## src/rtl/rsq_pkg.sv

```systemverilog
package rsq_pkg;
  localparam int LAT_W  = 3;
  localparam int AL_MAX = 4;
  localparam int CL_MIN = 3;
  localparam int CL_MAX = 5;
  localparam int RL_MAX = AL_MAX + CL_MAX;
  localparam int RL_W   = $clog2(RL_MAX + 1);
  localparam int BEAT_W = 2;

  typedef enum logic [1:0] {
    PH_IDLE,
    PH_PRE,
    PH_DATA,
    PH_POST
  } phase_e;
endpackage

```

## src/rtl/rsq_lat_cfg.sv

```systemverilog
module rsq_lat_cfg
  import rsq_pkg::*;
(
  input  logic [LAT_W-1:0] al_i,
  input  logic [LAT_W-1:0] cl_i,
  output logic [RL_W-1:0]  rl_o,
  output logic             err_o
);
  logic [LAT_W-1:0] al_eff, cl_eff;
  logic al_bad, cl_lo, cl_hi;

  always_comb begin
    al_bad = (int'(al_i) > AL_MAX);
    cl_lo  = (int'(cl_i) < CL_MIN);
    cl_hi  = (int'(cl_i) > CL_MAX);
    al_eff = al_bad ? LAT_W'(AL_MAX) : al_i;
    if (cl_lo)      cl_eff = LAT_W'(CL_MIN);
    else if (cl_hi) cl_eff = LAT_W'(CL_MAX);
    else            cl_eff = cl_i;
    rl_o  = RL_W'(al_eff) + RL_W'(cl_eff);
    err_o = al_bad | cl_lo | cl_hi;
  end
endmodule

```

## src/rtl/rsq_cmd_pipe.sv

```systemverilog
module rsq_cmd_pipe
  import rsq_pkg::*;
#(
  parameter int DEPTH = RL_MAX
) (
  input  logic            clk_i,
  input  logic            rst_ni,
  input  logic            cmd_i,
  input  logic            bl8_i,
  input  logic [RL_W-1:0] tap_i,
  output logic            hit_o,
  output logic            hit_bl8_o
);
  logic [DEPTH-1:0] cmd_sr, bl_sr;

  for (genvar g = 0; g < DEPTH; g++) begin : g_stage
    logic cmd_in, bl_in;
    if (g == 0) begin : g_head
      assign cmd_in = cmd_i;
      assign bl_in  = bl8_i;
    end else begin : g_body
      assign cmd_in = cmd_sr[g-1];
      assign bl_in  = bl_sr[g-1];
    end
    always_ff @(posedge clk_i or negedge rst_ni) begin
      if (!rst_ni) begin
        cmd_sr[g] <= 1'b0;
        bl_sr[g]  <= 1'b0;
      end else begin
        cmd_sr[g] <= cmd_in;
        bl_sr[g]  <= cmd_in & bl_in;
      end
    end
  end

  always_comb begin
    hit_o     = 1'b0;
    hit_bl8_o = 1'b0;
    for (int i = 0; i < DEPTH; i++) begin
      if (RL_W'(i) == tap_i) begin
        hit_o     = cmd_sr[i];
        hit_bl8_o = bl_sr[i];
      end
    end
  end
endmodule

```

## src/rtl/rsq_burst_ctl.sv

```systemverilog
module rsq_burst_ctl
  import rsq_pkg::*;
(
  input  logic              clk_i,
  input  logic              rst_ni,
  input  logic              start_i,
  input  logic              bl8_i,
  output logic              active_o,
  output logic              post_o,
  output logic [BEAT_W-1:0] beat_o
);
  localparam logic [BEAT_W-1:0] LAST4 = BEAT_W'(1);
  localparam logic [BEAT_W-1:0] LAST8 = BEAT_W'(3);

  logic [BEAT_W-1:0] last_q;

  always_ff @(posedge clk_i or negedge rst_ni) begin
    if (!rst_ni) begin
      active_o <= 1'b0;
      post_o   <= 1'b0;
      beat_o   <= '0;
      last_q   <= '0;
    end else if (start_i) begin
      active_o <= 1'b1;
      post_o   <= 1'b0;
      beat_o   <= '0;
      last_q   <= bl8_i ? LAST8 : LAST4;
    end else if (active_o) begin
      if (beat_o == last_q) begin
        active_o <= 1'b0;
        post_o   <= 1'b1;
        beat_o   <= '0;
      end else begin
        beat_o   <= beat_o + 1'b1;
        post_o   <= 1'b0;
      end
    end else begin
      post_o <= 1'b0;
    end
  end
endmodule

```

## src/rtl/rsq_strobe_gen.sv

```systemverilog
module rsq_strobe_gen
  import rsq_pkg::*;
#(
  parameter int DW = 8
) (
  input  logic              active_i,
  input  logic              pre_i,
  input  logic              post_i,
  input  logic [BEAT_W-1:0] beat_i,
  input  logic              src_ext_i,
  input  logic [2*DW-1:0]   ext_data_i,
  output logic              dq_oe_o,
  output logic [1:0]        dq_valid_o,
  output logic [DW-1:0]     dq_rise_o,
  output logic [DW-1:0]     dq_fall_o,
  output logic              dqs_oe_o,
  output logic [1:0]        dqs_lvl_o,
  output logic [1:0]        dqs_n_lvl_o
);
  phase_e phase;
  logic [DW-1:0] cnt_rise, cnt_fall;

  always_comb begin
    if (active_i)    phase = PH_DATA;
    else if (pre_i)  phase = PH_PRE;
    else if (post_i) phase = PH_POST;
    else             phase = PH_IDLE;

    cnt_rise = DW'({beat_i, 1'b0});
    cnt_fall = DW'({beat_i, 1'b1});

    dq_oe_o     = 1'b0;
    dq_valid_o  = 2'b00;
    dq_rise_o   = '0;
    dq_fall_o   = '0;
    dqs_oe_o    = 1'b0;
    dqs_lvl_o   = 2'b00;
    dqs_n_lvl_o = 2'b00;
    unique case (phase)
      PH_DATA: begin
        dq_oe_o     = 1'b1;
        dq_valid_o  = 2'b11;
        dq_rise_o   = src_ext_i ? ext_data_i[DW-1:0]    : cnt_rise;
        dq_fall_o   = src_ext_i ? ext_data_i[2*DW-1:DW] : cnt_fall;
        dqs_oe_o    = 1'b1;
        dqs_lvl_o   = 2'b01;
        dqs_n_lvl_o = 2'b10;
      end
      PH_PRE, PH_POST: begin
        dqs_oe_o    = 1'b1;
        dqs_n_lvl_o = 2'b11;
      end
      default: ;
    endcase
  end
endmodule

```

## src/rtl/rd_strobe_seq.sv

```systemverilog
module rd_strobe_seq
  import rsq_pkg::*;
#(
  parameter int DW = 8
) (
  input  logic              clk_i,
  input  logic              rst_ni,
  input  logic              rd_cmd_i,
  input  logic              bl8_i,
  input  logic [LAT_W-1:0]  al_cfg_i,
  input  logic [LAT_W-1:0]  cl_cfg_i,
  input  logic              data_src_i,
  input  logic [2*DW-1:0]   ext_data_i,
  output logic              dq_oe_o,
  output logic [1:0]        dq_valid_o,
  output logic [DW-1:0]     dq_rise_o,
  output logic [DW-1:0]     dq_fall_o,
  output logic              dqs_oe_o,
  output logic [1:0]        dqs_lvl_o,
  output logic [1:0]        dqs_n_lvl_o,
  output logic              cfg_err_o
);
  logic [RL_W-1:0]   rl, tap;
  logic              err_now, hit, hit_bl8;
  logic              active, post;
  logic [BEAT_W-1:0] beat;

  rsq_lat_cfg u_cfg (
    .al_i (al_cfg_i),
    .cl_i (cl_cfg_i),
    .rl_o (rl),
    .err_o(err_now)
  );

  // stage k holds a command sampled k+1 edges ago; tap RL-1 marks preamble/start
  assign tap = rl - 1'b1;

  rsq_cmd_pipe #(.DEPTH(RL_MAX)) u_pipe (
    .clk_i    (clk_i),
    .rst_ni   (rst_ni),
    .cmd_i    (rd_cmd_i),
    .bl8_i    (bl8_i),
    .tap_i    (tap),
    .hit_o    (hit),
    .hit_bl8_o(hit_bl8)
  );

  rsq_burst_ctl u_burst (
    .clk_i   (clk_i),
    .rst_ni  (rst_ni),
    .start_i (hit),
    .bl8_i   (hit_bl8),
    .active_o(active),
    .post_o  (post),
    .beat_o  (beat)
  );

  rsq_strobe_gen #(.DW(DW)) u_strb (
    .active_i   (active),
    .pre_i      (hit),
    .post_i     (post),
    .beat_i     (beat),
    .src_ext_i  (data_src_i),
    .ext_data_i (ext_data_i),
    .dq_oe_o    (dq_oe_o),
    .dq_valid_o (dq_valid_o),
    .dq_rise_o  (dq_rise_o),
    .dq_fall_o  (dq_fall_o),
    .dqs_oe_o   (dqs_oe_o),
    .dqs_lvl_o  (dqs_lvl_o),
    .dqs_n_lvl_o(dqs_n_lvl_o)
  );

  always_ff @(posedge clk_i or negedge rst_ni) begin
    if (!rst_ni) cfg_err_o <= 1'b0;
    else         cfg_err_o <= err_now;
  end
endmodule

```

## config.mk

```make
export PLATFORM = sky130hd
export DESIGN_NAME = rd_strobe_seq
export DESIGN_NICKNAME = d
export VERILOG_FILES = /design/src/rtl/rsq_pkg.sv /design/src/rtl/rsq_lat_cfg.sv /design/src/rtl/rsq_cmd_pipe.sv /design/src/rtl/rsq_burst_ctl.sv /design/src/rtl/rsq_strobe_gen.sv /design/src/rtl/rd_strobe_seq.sv
export SDC_FILE = /design/constraint.sdc
export NUM_CORES = 1
export LEC_CHECK = 0
export BUFFER_PORTS_ARGS = -buffer_cell sky130_fd_sc_hd__buf_2
export CELL_PAD_IN_SITES_DETAIL_PLACEMENT = 1
export CELL_PAD_IN_SITES_GLOBAL_PLACEMENT = 1
export CORE_MARGIN = 2
export CORE_UTILIZATION = 37
export DETAILED_ROUTE_END_ITERATION = 12
export GPL_TIMING_DRIVEN = 1
export PLACE_DENSITY = 0.8
export SLEW_MARGIN = 20
export SYNTH_ARGS = -nofsm -noshare
export SYNTH_HDL_FRONTEND = slang
export SYNTH_HIERARCHICAL = 1
export SYNTH_SLANG_ARGS = --single-unit
```

## constraint.sdc

```tcl
create_clock -name clk_i -period 4.1 [get_ports clk_i]
set_clock_uncertainty 0.2 [all_clocks]
set_input_delay 0.205 -clock clk_i [delete_from_list [all_inputs] [get_ports clk_i]]
set_output_delay 0.205 -clock clk_i [all_outputs]
set_load 0.1 [all_outputs]
```

### Word level (Yosys, flattened, before mapping)

Cells that the tools add are included.

* bits in registers: 25
* bits of input ports: 27
* logic and storage cells: 99

* add/sub/neg operators: 3
* order comparisons: 3
* equality and inequality tests: 12
* multiplexer cells: 43
* bitwise gates (word level): 11
* reduce and logical (&&, ||, !) cells: 4

Operator list (number)
* 8-bit two-way mux: 4
* 1-bit two-way mux: 27
* 3-bit by 4-bit == test with 1-bit output (first input constant): 4
* 2-bit two-way mux: 8
* 1-bit bitwise AND: 9
* 3-bit two-way mux: 3
* 2-bit by 4-bit == test with 1-bit output (first input constant): 2
* 3-bit > comparator (second input constant): 2
* 3-bit by 3-bit adder with 4-bit output: 1
* 1-bit by 4-bit == test with 1-bit output (first input constant): 1
* 2-bit == test (second input constant): 2
* 4-bit == test (first input constant): 1
* 4-bit logical NOT: 1
* 2-bit case mux with 2 select lines: 1
* 4-bit by 1-bit subtractor with 4-bit output (second input constant): 1
* 3-bit by 2-bit < comparator with 1-bit output (second input constant): 1
* 3-bit OR reduction: 1
* 2-bit by 1-bit adder with 2-bit output (second input constant): 1
* 2-bit by 1-bit == test with 1-bit output (second input constant): 1
* 2-bit == test: 1
* 1-bit OR: 2
* 2-bit nonzero test: 1
* 2-bit OR reduction: 1

### Logic depth before layout (Yosys ltp)

Gate-level depths: netlist of the first run.

* word-level depth: 20
* mapped depth: 16

### Modules after synthesis

Netlist of the first run, hierarchy kept.

Modules (own cells, without submodules)
* rsq_cmd_pipe: instances 1, cells each 64, area an instance 755.7 µm², sequential area each 450.4 µm²
* rsq_burst_ctl: instances 1, cells each 22, area an instance 261.5 µm², sequential area each 150.1 µm²
* rsq_strobe_gen: instances 1, cells each 35, area an instance 242.7 µm², sequential area each 0.0 µm²
* rsq_lat_cfg: instances 1, cells each 21, area an instance 157.7 µm², sequential area each 0.0 µm²
* rd_strobe_seq: instances 1, cells each 8, area an instance 76.3 µm², sequential area each 25.0 µm²

### Least setup slack after synthesis of the first run

OpenSTA, ideal clock, no wires.

* path type: in2out
* start point: input port cl_cfg_i[1]
* end point: output port dqs_n_lvl_o[0]
* arrival time: 3.846 ns
* data required time: 3.695 ns
* slack: -0.151 ns
* stages on the path: 15
* buffers on the path: 0
* cells stage by stage: and2b_2 -> nand2b_1 -> ha_1 -> inv_1 -> fa_1 -> inv_1 -> inv_1 -> ha_1 -> xor2_1 -> and2b_1 -> o21ai_0 -> o211ai_1 -> a22o_1 -> nor2_1 -> nor2_1

* longest elaborated chain between the ends: 20

Ends and longest elaborated chain
* start: declaration: RTL line rd_strobe_seq.sv:11 `input logic [LAT_W-1:0] cl_cfg_i,`
* 3-bit > comparator: RTL line rsq_lat_cfg.sv:15 `cl_hi = (int'(cl_i) > CL_MAX);`
* 3-bit two-way mux: RTL line rsq_lat_cfg.sv:18 `else if (cl_hi) cl_eff = LAT_W'(CL_MAX);`
* 3-bit two-way mux *: RTL line rsq_lat_cfg.sv:17 `if (cl_lo) cl_eff = LAT_W'(CL_MIN);`
* 3-bit by 3-bit adder with 4-bit output *: RTL line rsq_lat_cfg.sv:20 `rl_o = RL_W'(al_eff) + RL_W'(cl_eff);`
* net rl[1]: RTL line rd_strobe_seq.sv:23 `logic [RL_W-1:0] rl, tap;`
* 4-bit by 1-bit subtractor with 4-bit output *: RTL line rd_strobe_seq.sv:36 `assign tap = rl - 1'b1;`
* net tap[2]: RTL line rd_strobe_seq.sv:23
* 4-bit logical NOT: RTL line rsq_cmd_pipe.sv:40 `if (RL_W'(i) == tap_i) begin`
* 1-bit two-way mux (8 in series): RTL line rsq_cmd_pipe.sv:40
* 1-bit two-way mux *: RTL line rsq_cmd_pipe.sv:40
* net hit: RTL line rd_strobe_seq.sv:24 `logic err_now, hit, hit_bl8;`
* 2-bit two-way mux *: RTL line rsq_strobe_gen.sv:25 `else if (pre_i) phase = PH_PRE;`
* 2-bit two-way mux *: RTL line rsq_strobe_gen.sv:24 `if (active_i) phase = PH_DATA;`
* 2-bit by 1-bit == test with 1-bit output / 2-bit == test (equally long branches): RTL line rsq_strobe_gen.sv:39 `unique case (phase)`
* 2-bit OR reduction
* 2-bit case mux with 2 select lines *: RTL line rsq_strobe_gen.sv:39
* end: declaration: RTL line rd_strobe_seq.sv:20 `output logic [1:0] dqs_n_lvl_o,`

Mark *: on every way through the listed nets, which the timed path passes. The rest lies on a longest branch.

### Worst setup path after layout of the first run

* start point: input port cl_cfg_i[2]
* end point: output port dqs_n_lvl_o[1]

Same word-level chain as after synthesis.

==> flow_summary.yaml, run 1 <==
drt:
  dr_wl_met2_um: 1960
  drt_iter0_drc: 48
  highest-signal-layer: "met4"
  vias_per_cell: 5.04
  wirelength_um: 3660
  drtPass1Iterations: 4
  drc_errors: 0
  wl_met1_um: 1460
  via_count: 1246
  wl_per_cell_um: 14.8
  wl_met3_um: 186
  ant_nets: 0
yosys:
  synth_fa_ha_area_share_pct: 4.69
  yosysSeqAreaShare_pct: 41.9
  synth_simple_gate_area_share_pct: 24.8
  syn-instance-count: 150
  dominantRegCellSynth: "dfrtp_1"
  synth_nets: 182
  synth-compound-area-share_pct: 14.6
  yosysUniqueCellTypes: 49
  synth_edf_count: 0
  synth_top_family_by_area: "simple AND/OR/NAND/NOR gates"
  netlist_area_um2: 1490
  muxShareOfSynthArea_pct: 2.18
  synth-seq-cells: 25
  avgSynthCellArea_um2: 9.96
  synth_xor_area_share_pct: 2.93
  synthArstFlopShare_pct: 100
  yosysWarnings: 6
floorplan:
  die_w_um: 67.5
  start_util_pct: 37.9
  die_area_um2: 4560
  rows: 23
  io_pins: 52
  placeableCoreArea_um2: 3940
  die_y_um: 67.5
timing:
  slew_violations: 0
  worst_slack_ps: 189
  setup_violations: 0
  timing.fmax_mhz: 256
  finalSetupTns_ps: 0
  report.final.hold_viol_count: 0
  fin_crit_ps: 3910
  holdWs_ps: 8.54
  tightestPinTransition_ps: 676
  relSlewSlack_pct: 54.9
  fin_crit_sh_pct: 95.4
final_layout:
  final_core_util_pct: 47.6
  diodes: 0
  layout.nets: 230
  drive_gt1_share_pct: 43.7
  syn2layout_area_growth_pct: 25.5
  multi_input_area_um2: 773
  layout_common_cells: "48 x buf_2, 25 x dfrtp_1, 11 x inv_1"
  ff_latch_area_um2: 626
  layout_commonest_cell: "buf_2"
  fill_cells: 466
min_path:
  hp-class: "in2reg"
  holdPathStages: 3
global_routing:
  grt_pass1_wl_um: 5730
  gr-total-overflow: 0
  grt_max_degree: 29
  grt_pass1_vias: 1243
  antenna_found_initial: 0
  grt_usage_pct: 16.4
clocking:
  path_clk_slew_ps: 90
  cts_tree: "yes"
  cts_sinks: 25
  clock_latency_ps: 280
  cts.path.max_buffers: 2
  htree_levels: 1
  cts_buffers: 3
  root_buffer: "clkbuf_8"
critical_path:
  crit_family: "simple AND/OR/NAND/NOR gates"
  crit_buf_inv: 3
  crit_fanout: 5
  worstSetupStartpointType: "input port"
  crit_path_frequent_cell: "buf_2"
  path_depth: 15
  crit_path_end_kind: "output pin"
  worstPathCellList: "buf_2 -> and2b_2 -> nand2b_1 -> ha_1 -> inv_1 -> fa_1 -> xnor2_2 -> nor3_2 -> xor2_2 -> and2b_1 -> a31oi_1 -> o22ai_1 -> a22o_1 -> or3_2 -> buf_2"
  crit_type: "in2out"
  worst-r2r-setup-slack_ps: 2080
  worstPathArrival_ps: 3510
  cp_slowest_stage_delay_ps: 480
  worst-r2r-cell-count: 6
  cp_slowest_cell: "or3_2"
  cp.required_ps: 3690
pwr:
  leakagePower_nw: 0.969
  cellPowerDensity_nw_per_um2: 717
  irDropWorstVdd_mv: 0.183
placement:
  dpl.hpwl_um: 2760
  post-place-ws_ps: 76.8
  place.gp.congestion: 0.866
  portBuffers: 50
status:
  outcome: "completed"
job:
  drv_cap: 0
## worst min-delay path, cell delays in order
cell and delay, ps:
buf_2 90, o21ai_0 100, o21ai_2 60
## per-layer routing
| metal | GRT usage, % | vias up |
|---|---|---|
| met3 | 2.33 | 6 |
| met2 | 30.9 | 37 |
| li1 | - | 596 |
| met5 | 0 | - |
| met4 | 3.83 | 0 |
| met1 | 19.5 | 607 |
## cells in the mapped netlist, types with 4 or more instances
cell / instances / area (µm²)
inv_1: 12 / 45.0
and3_2: 10 / 75.1
nand2_1: 7 / 26.3
ha_1: 4 / 50.1
o21ai_0: 4 / 20.0
a21o_1: 4 / 30.0
buf_4: 5 / 37.5
dfrtp_1: 25 / 626
nor2_1: 4 / 15.0
and2_1: 9 / 56.3
nand2b_1: 6 / 37.5
clkbuf_1: 4 / 15.0
## metrics by stage
step | cells | cell area (µm²) | total power (W)
after global placement | 239 | 1760 | 0.00116
final | 247 | 1880 | 0.00135
after floorplan | 150 | 1500 | 0.00107
after CTS | 246 | 1830 | 0.00134
after global routing | 247 | 1880 | 0.00141
after detailed placement | 239 | 1760 | 0.00118
## power breakdown
| part | total [W] | switching (W) | internal (W) |
|---|---|---|---|
| Clock | 0.000153 | 0.0000844 | 0.0000691 |
| Combinational | 0.000864 | 0.000663 | 0.000201 |
| Sequential | 0.000328 | 0.0000529 | 0.000275 |
## repair_timing
item | in CTS | in global routing
hold endpoints to repair | 27 | 0
gates resized for setup | 0 | 6
setup endpoints to repair | 0 | 3
hold buffers | 3 | 0
setup buffers | 0 | 1
## sequential cells by signal, indices dropped and copies added, names as in the netlist
register               cells
u_burst/last_q             2
u_burst/beat_o             2
u_burst/post_o             1
u_pipe/g_stage.cmd_in      8
cfg_err_o                  1
u_pipe/bl_sr               1
u_pipe/g_stage.bl_in       8
u_burst/active_o           1
u_pipe/cmd_sr              1
## layout make-up
cell class / instances / area share [%]
sequential: 25 / 33.4
tap: 50 / 3.34
clock inverter: 1 / 0.400
timing repair buffer: 56 / 17.1
clock buffer: 3 / 2.20
multi-input combinational: 100 / 41.2
inverter: 12 / 2.40
## cells by family (layout without fill, tap and decap cells)
family          count (synthesis)  after routing
fa+ha+maj                       5              5
simple gates                   57             57
xor+xnor                        5              5
compound gates                 29             29
buf+inv                        25             72
flops                          25             25
mux                             3              3
other cells                     1              1
## worst paths after layout
path | start | endpoint
worst max-delay path | cl_cfg_i[2] | dqs_n_lvl_o[1]
worst min-delay path | al_cfg_i[1] | cfg_err_o$_DFF_PN0_
worst max register to register | u_pipe/g_stage[3].cmd_in$_DFF_PN0_ | u_burst/last_q[1]$_DFFE_PN0P_
worst min register to register | u_pipe/g_stage[6].cmd_in$_DFF_PN0_ | u_pipe/g_stage[7].cmd_in$_DFF_PN0_
max in group asynchronous | rst_ni | u_burst/post_o$_DFF_PN0_
min in group asynchronous | rst_ni | u_pipe/g_stage[2].bl_in$_DFF_PN0_
Note: power is estimated with default switching activity, not from simulation.
==> run 2, diff against run 1 <==
==> constraint.sdc (replaced) <==
create_clock -name clk_i -period 4.3 [get_ports clk_i]
set_clock_uncertainty 0.2 [all_clocks]
set_input_delay 0.215 -clock clk_i [delete_from_list [all_inputs] [get_ports clk_i]]
set_output_delay 0.215 -clock clk_i [all_outputs]
set_load 0.1 [all_outputs]
==> run 2 against run 1 <==
Against the previous run: non-clock buffer count unchanged; largest cell class unchanged; register-to-register slack gained 220 ps; critical path depth did not move; final cell count did not move; sequential power down 5%; clock-buffer cell count is 1 higher; sequential share of layout area up 0.41 points.
==> flow_summary.yaml, run 2 (synthesis gave the netlist of run 1 again) <==
status:
  outcome: "completed"
clocking:
  cts_tree: "yes"
  cts.path.max_buffers: 2
  htree_levels: 1
  path_clk_slew_ps: 80
  root_buffer: "clkbuf_8"
  cts_sinks: 25
  clock_latency_ps: 260
  cts_buffers: 3
critical_path:
  worstPathCellList: "buf_2 -> and2b_2 -> nand2b_1 -> ha_1 -> inv_1 -> fa_1 -> xnor2_2 -> nor3_2 -> xor2_2 -> and2b_1 -> a31oi_1 -> o22ai_1 -> a22o_1 -> or3_1 -> clkbuf_4"
  worstPathArrival_ps: 3670
  crit_fanout: 9
  crit_path_end_kind: "output pin"
  worstSetupStartpointType: "input port"
  cp_slowest_cell: "or3_1"
  cp_slowest_stage_delay_ps: 420
  cp.required_ps: 3880
  r2r-end: "u_burst/last_q[1]$_DFFE_PN0P_"
  crit_type: "in2out"
  worst-r2r-setup-slack_ps: 2300
  r2r-start: "u_pipe/g_stage[3].cmd_in$_DFF_PN0_"
  worst-r2r-cell-count: 5
timing:
  slew_violations: 0
  timing.fmax_mhz: 245
  finalSetupTns_ps: 0
  holdWs_ps: 40.3
  relSlewSlack_pct: 57.1
  fin_crit_ps: 4090
  fin_crit_sh_pct: 95.1
  report.final.hold_viol_count: 0
  tightestPinTransition_ps: 644
  setup_violations: 0
global_routing:
  grt_max_degree: 29
  antenna_found_initial: 0
  grt_pass1_vias: 1243
  gr-total-overflow: 0
  grt_usage_pct: 16.5
  grt_pass1_wl_um: 5660
drt:
  wl_per_cell_um: 14.4
  via_count: 1234
  drt_iter0_drc: 30
  wirelength_um: 3570
  ant_nets: 0
  vias_per_cell: 5.00
  drc_errors: 0
  drtPass1Iterations: 4
pwr:
  leakagePower_nw: 0.959
  irDropWorstVdd_mv: 0.201
  power_w: 0.00125
  cellPowerDensity_nw_per_um2: 676
min_path:
  hp-class: "in2reg"
  holdPathEnd: "cfg_err_o$_DFF_PN0_"
  holdPathStages: 3
  min-delay-start: "al_cfg_i[1]"
final_layout:
  layout_common_cells: "47 x buf_2, 25 x dfrtp_1, 11 x inv_1"
  syn2layout_area_growth_pct: 24.0
  diodes: 0
  fill_cells: 474
  layout.nets: 230
  final_core_util_pct: 47.0
  drive_gt1_share_pct: 42.1
  layout_commonest_cell: "buf_2"
floorplan:
  die_w_um: 67.5
  start_util_pct: 37.9
  io_pins: 52
  placeableCoreArea_um2: 3940
  die_area_um2: 4560
  rows: 23
  die_y_um: 67.5
placement:
  place.gp.congestion: 0.817
  portBuffers: 50
  dpl.hpwl_um: 2760
job:
  drv_cap: 0
==> run 2: cell count changes in the layout (fill, tap and decap cells not counted) <==
cell      previous run  this run
nor2_2               1         0
buf_12               1         0
clkbuf_4             1         3
nor4b_2              0         1
or3_1                0         1
clkbuf_1             0         1
nor2_1               3         4
inv_2                1         0
or3_2                1         0
buf_2               48        47
nor4b_4              1         0
==> run 2: routing by layer <==
layer	routed length (µm)	global-route usage [%]	part of all wire, %	up-vias
met5	0	0	0	-
met4	45	6.12	1.3	0
met3	192	2.83	5.4	4
met2	1920	30.8	54	36
met1	1410	18.7	40	598
li1	-	-	-	596
==> run 2: worst max path at each step <==
stage / to / cells after the start / startpoint / slack [ps]
after floorplan: dqs_n_lvl_o[0] / 15 / cl_cfg_i[1] / 30
after global placement: dqs_oe_o / 16 / cl_cfg_i[2] / 360
after detailed placement: dqs_oe_o / 16 / cl_cfg_i[2] / 140
after CTS: dqs_oe_o / 16 / cl_cfg_i[2] / 100
after global routing: dqs_n_lvl_o[1] / 15 / cl_cfg_i[2] / -20
final: dqs_oe_o / 15 / cl_cfg_i[2] / 210
==> run 2: area by class of cell <==
| cell class | count | area (µm²) | share of cell area [%] |
|---|---|---|---|
| clock buffer | 4 | 45.0 | 2.43 |
| tap | 50 | 62.6 | 3.38 |
| inverter | 12 | 48.8 | 2.63 |
| timing repair buffer | 56 | 310 | 16.7 |
| multi-input combinational | 100 | 761 | 41.1 |
| sequential | 25 | 626 | 33.8 |
==> run 2: report_power, final <==
group          leakage [nW]  internal, W  total [W]  switching (W)
Clock                0.0228    0.0000662   0.000135      0.0000691
Sequential            0.311     0.000263   0.000312      0.0000495
Combinational         0.625     0.000179   0.000806       0.000627
Total                 0.959     0.000508    0.00125       0.000745
==> run 2: through the flow <==
stage	cells	instance area (µm²)	worst slack (ps)
final	247	1850	213
after global routing	247	1850	-17.8
after CTS	244	1800	104
after detailed placement	237	1720	143
after global placement	237	1720	365
after floorplan	150	1490	28.8
==> run 2: timing repair <==
item,4_1_cts,5_1_grt
endpoints found under the setup margin,0,3
buffers inserted,0,3
gates resized for setup,0,7
hold endpoints to repair,27,0
hold buffers,3,0
==> run 2: worst max-delay path, delay by kind of cell <==
kind / cells / cell delay [ps]
and+or+nand+nor: 5 / 1280
adders and majority gates: 2 / 590
AOI/OAI and AO/OA: 3 / 580
xor gates and xnor gates: 2 / 520
buffers and inverters: 3 / 480
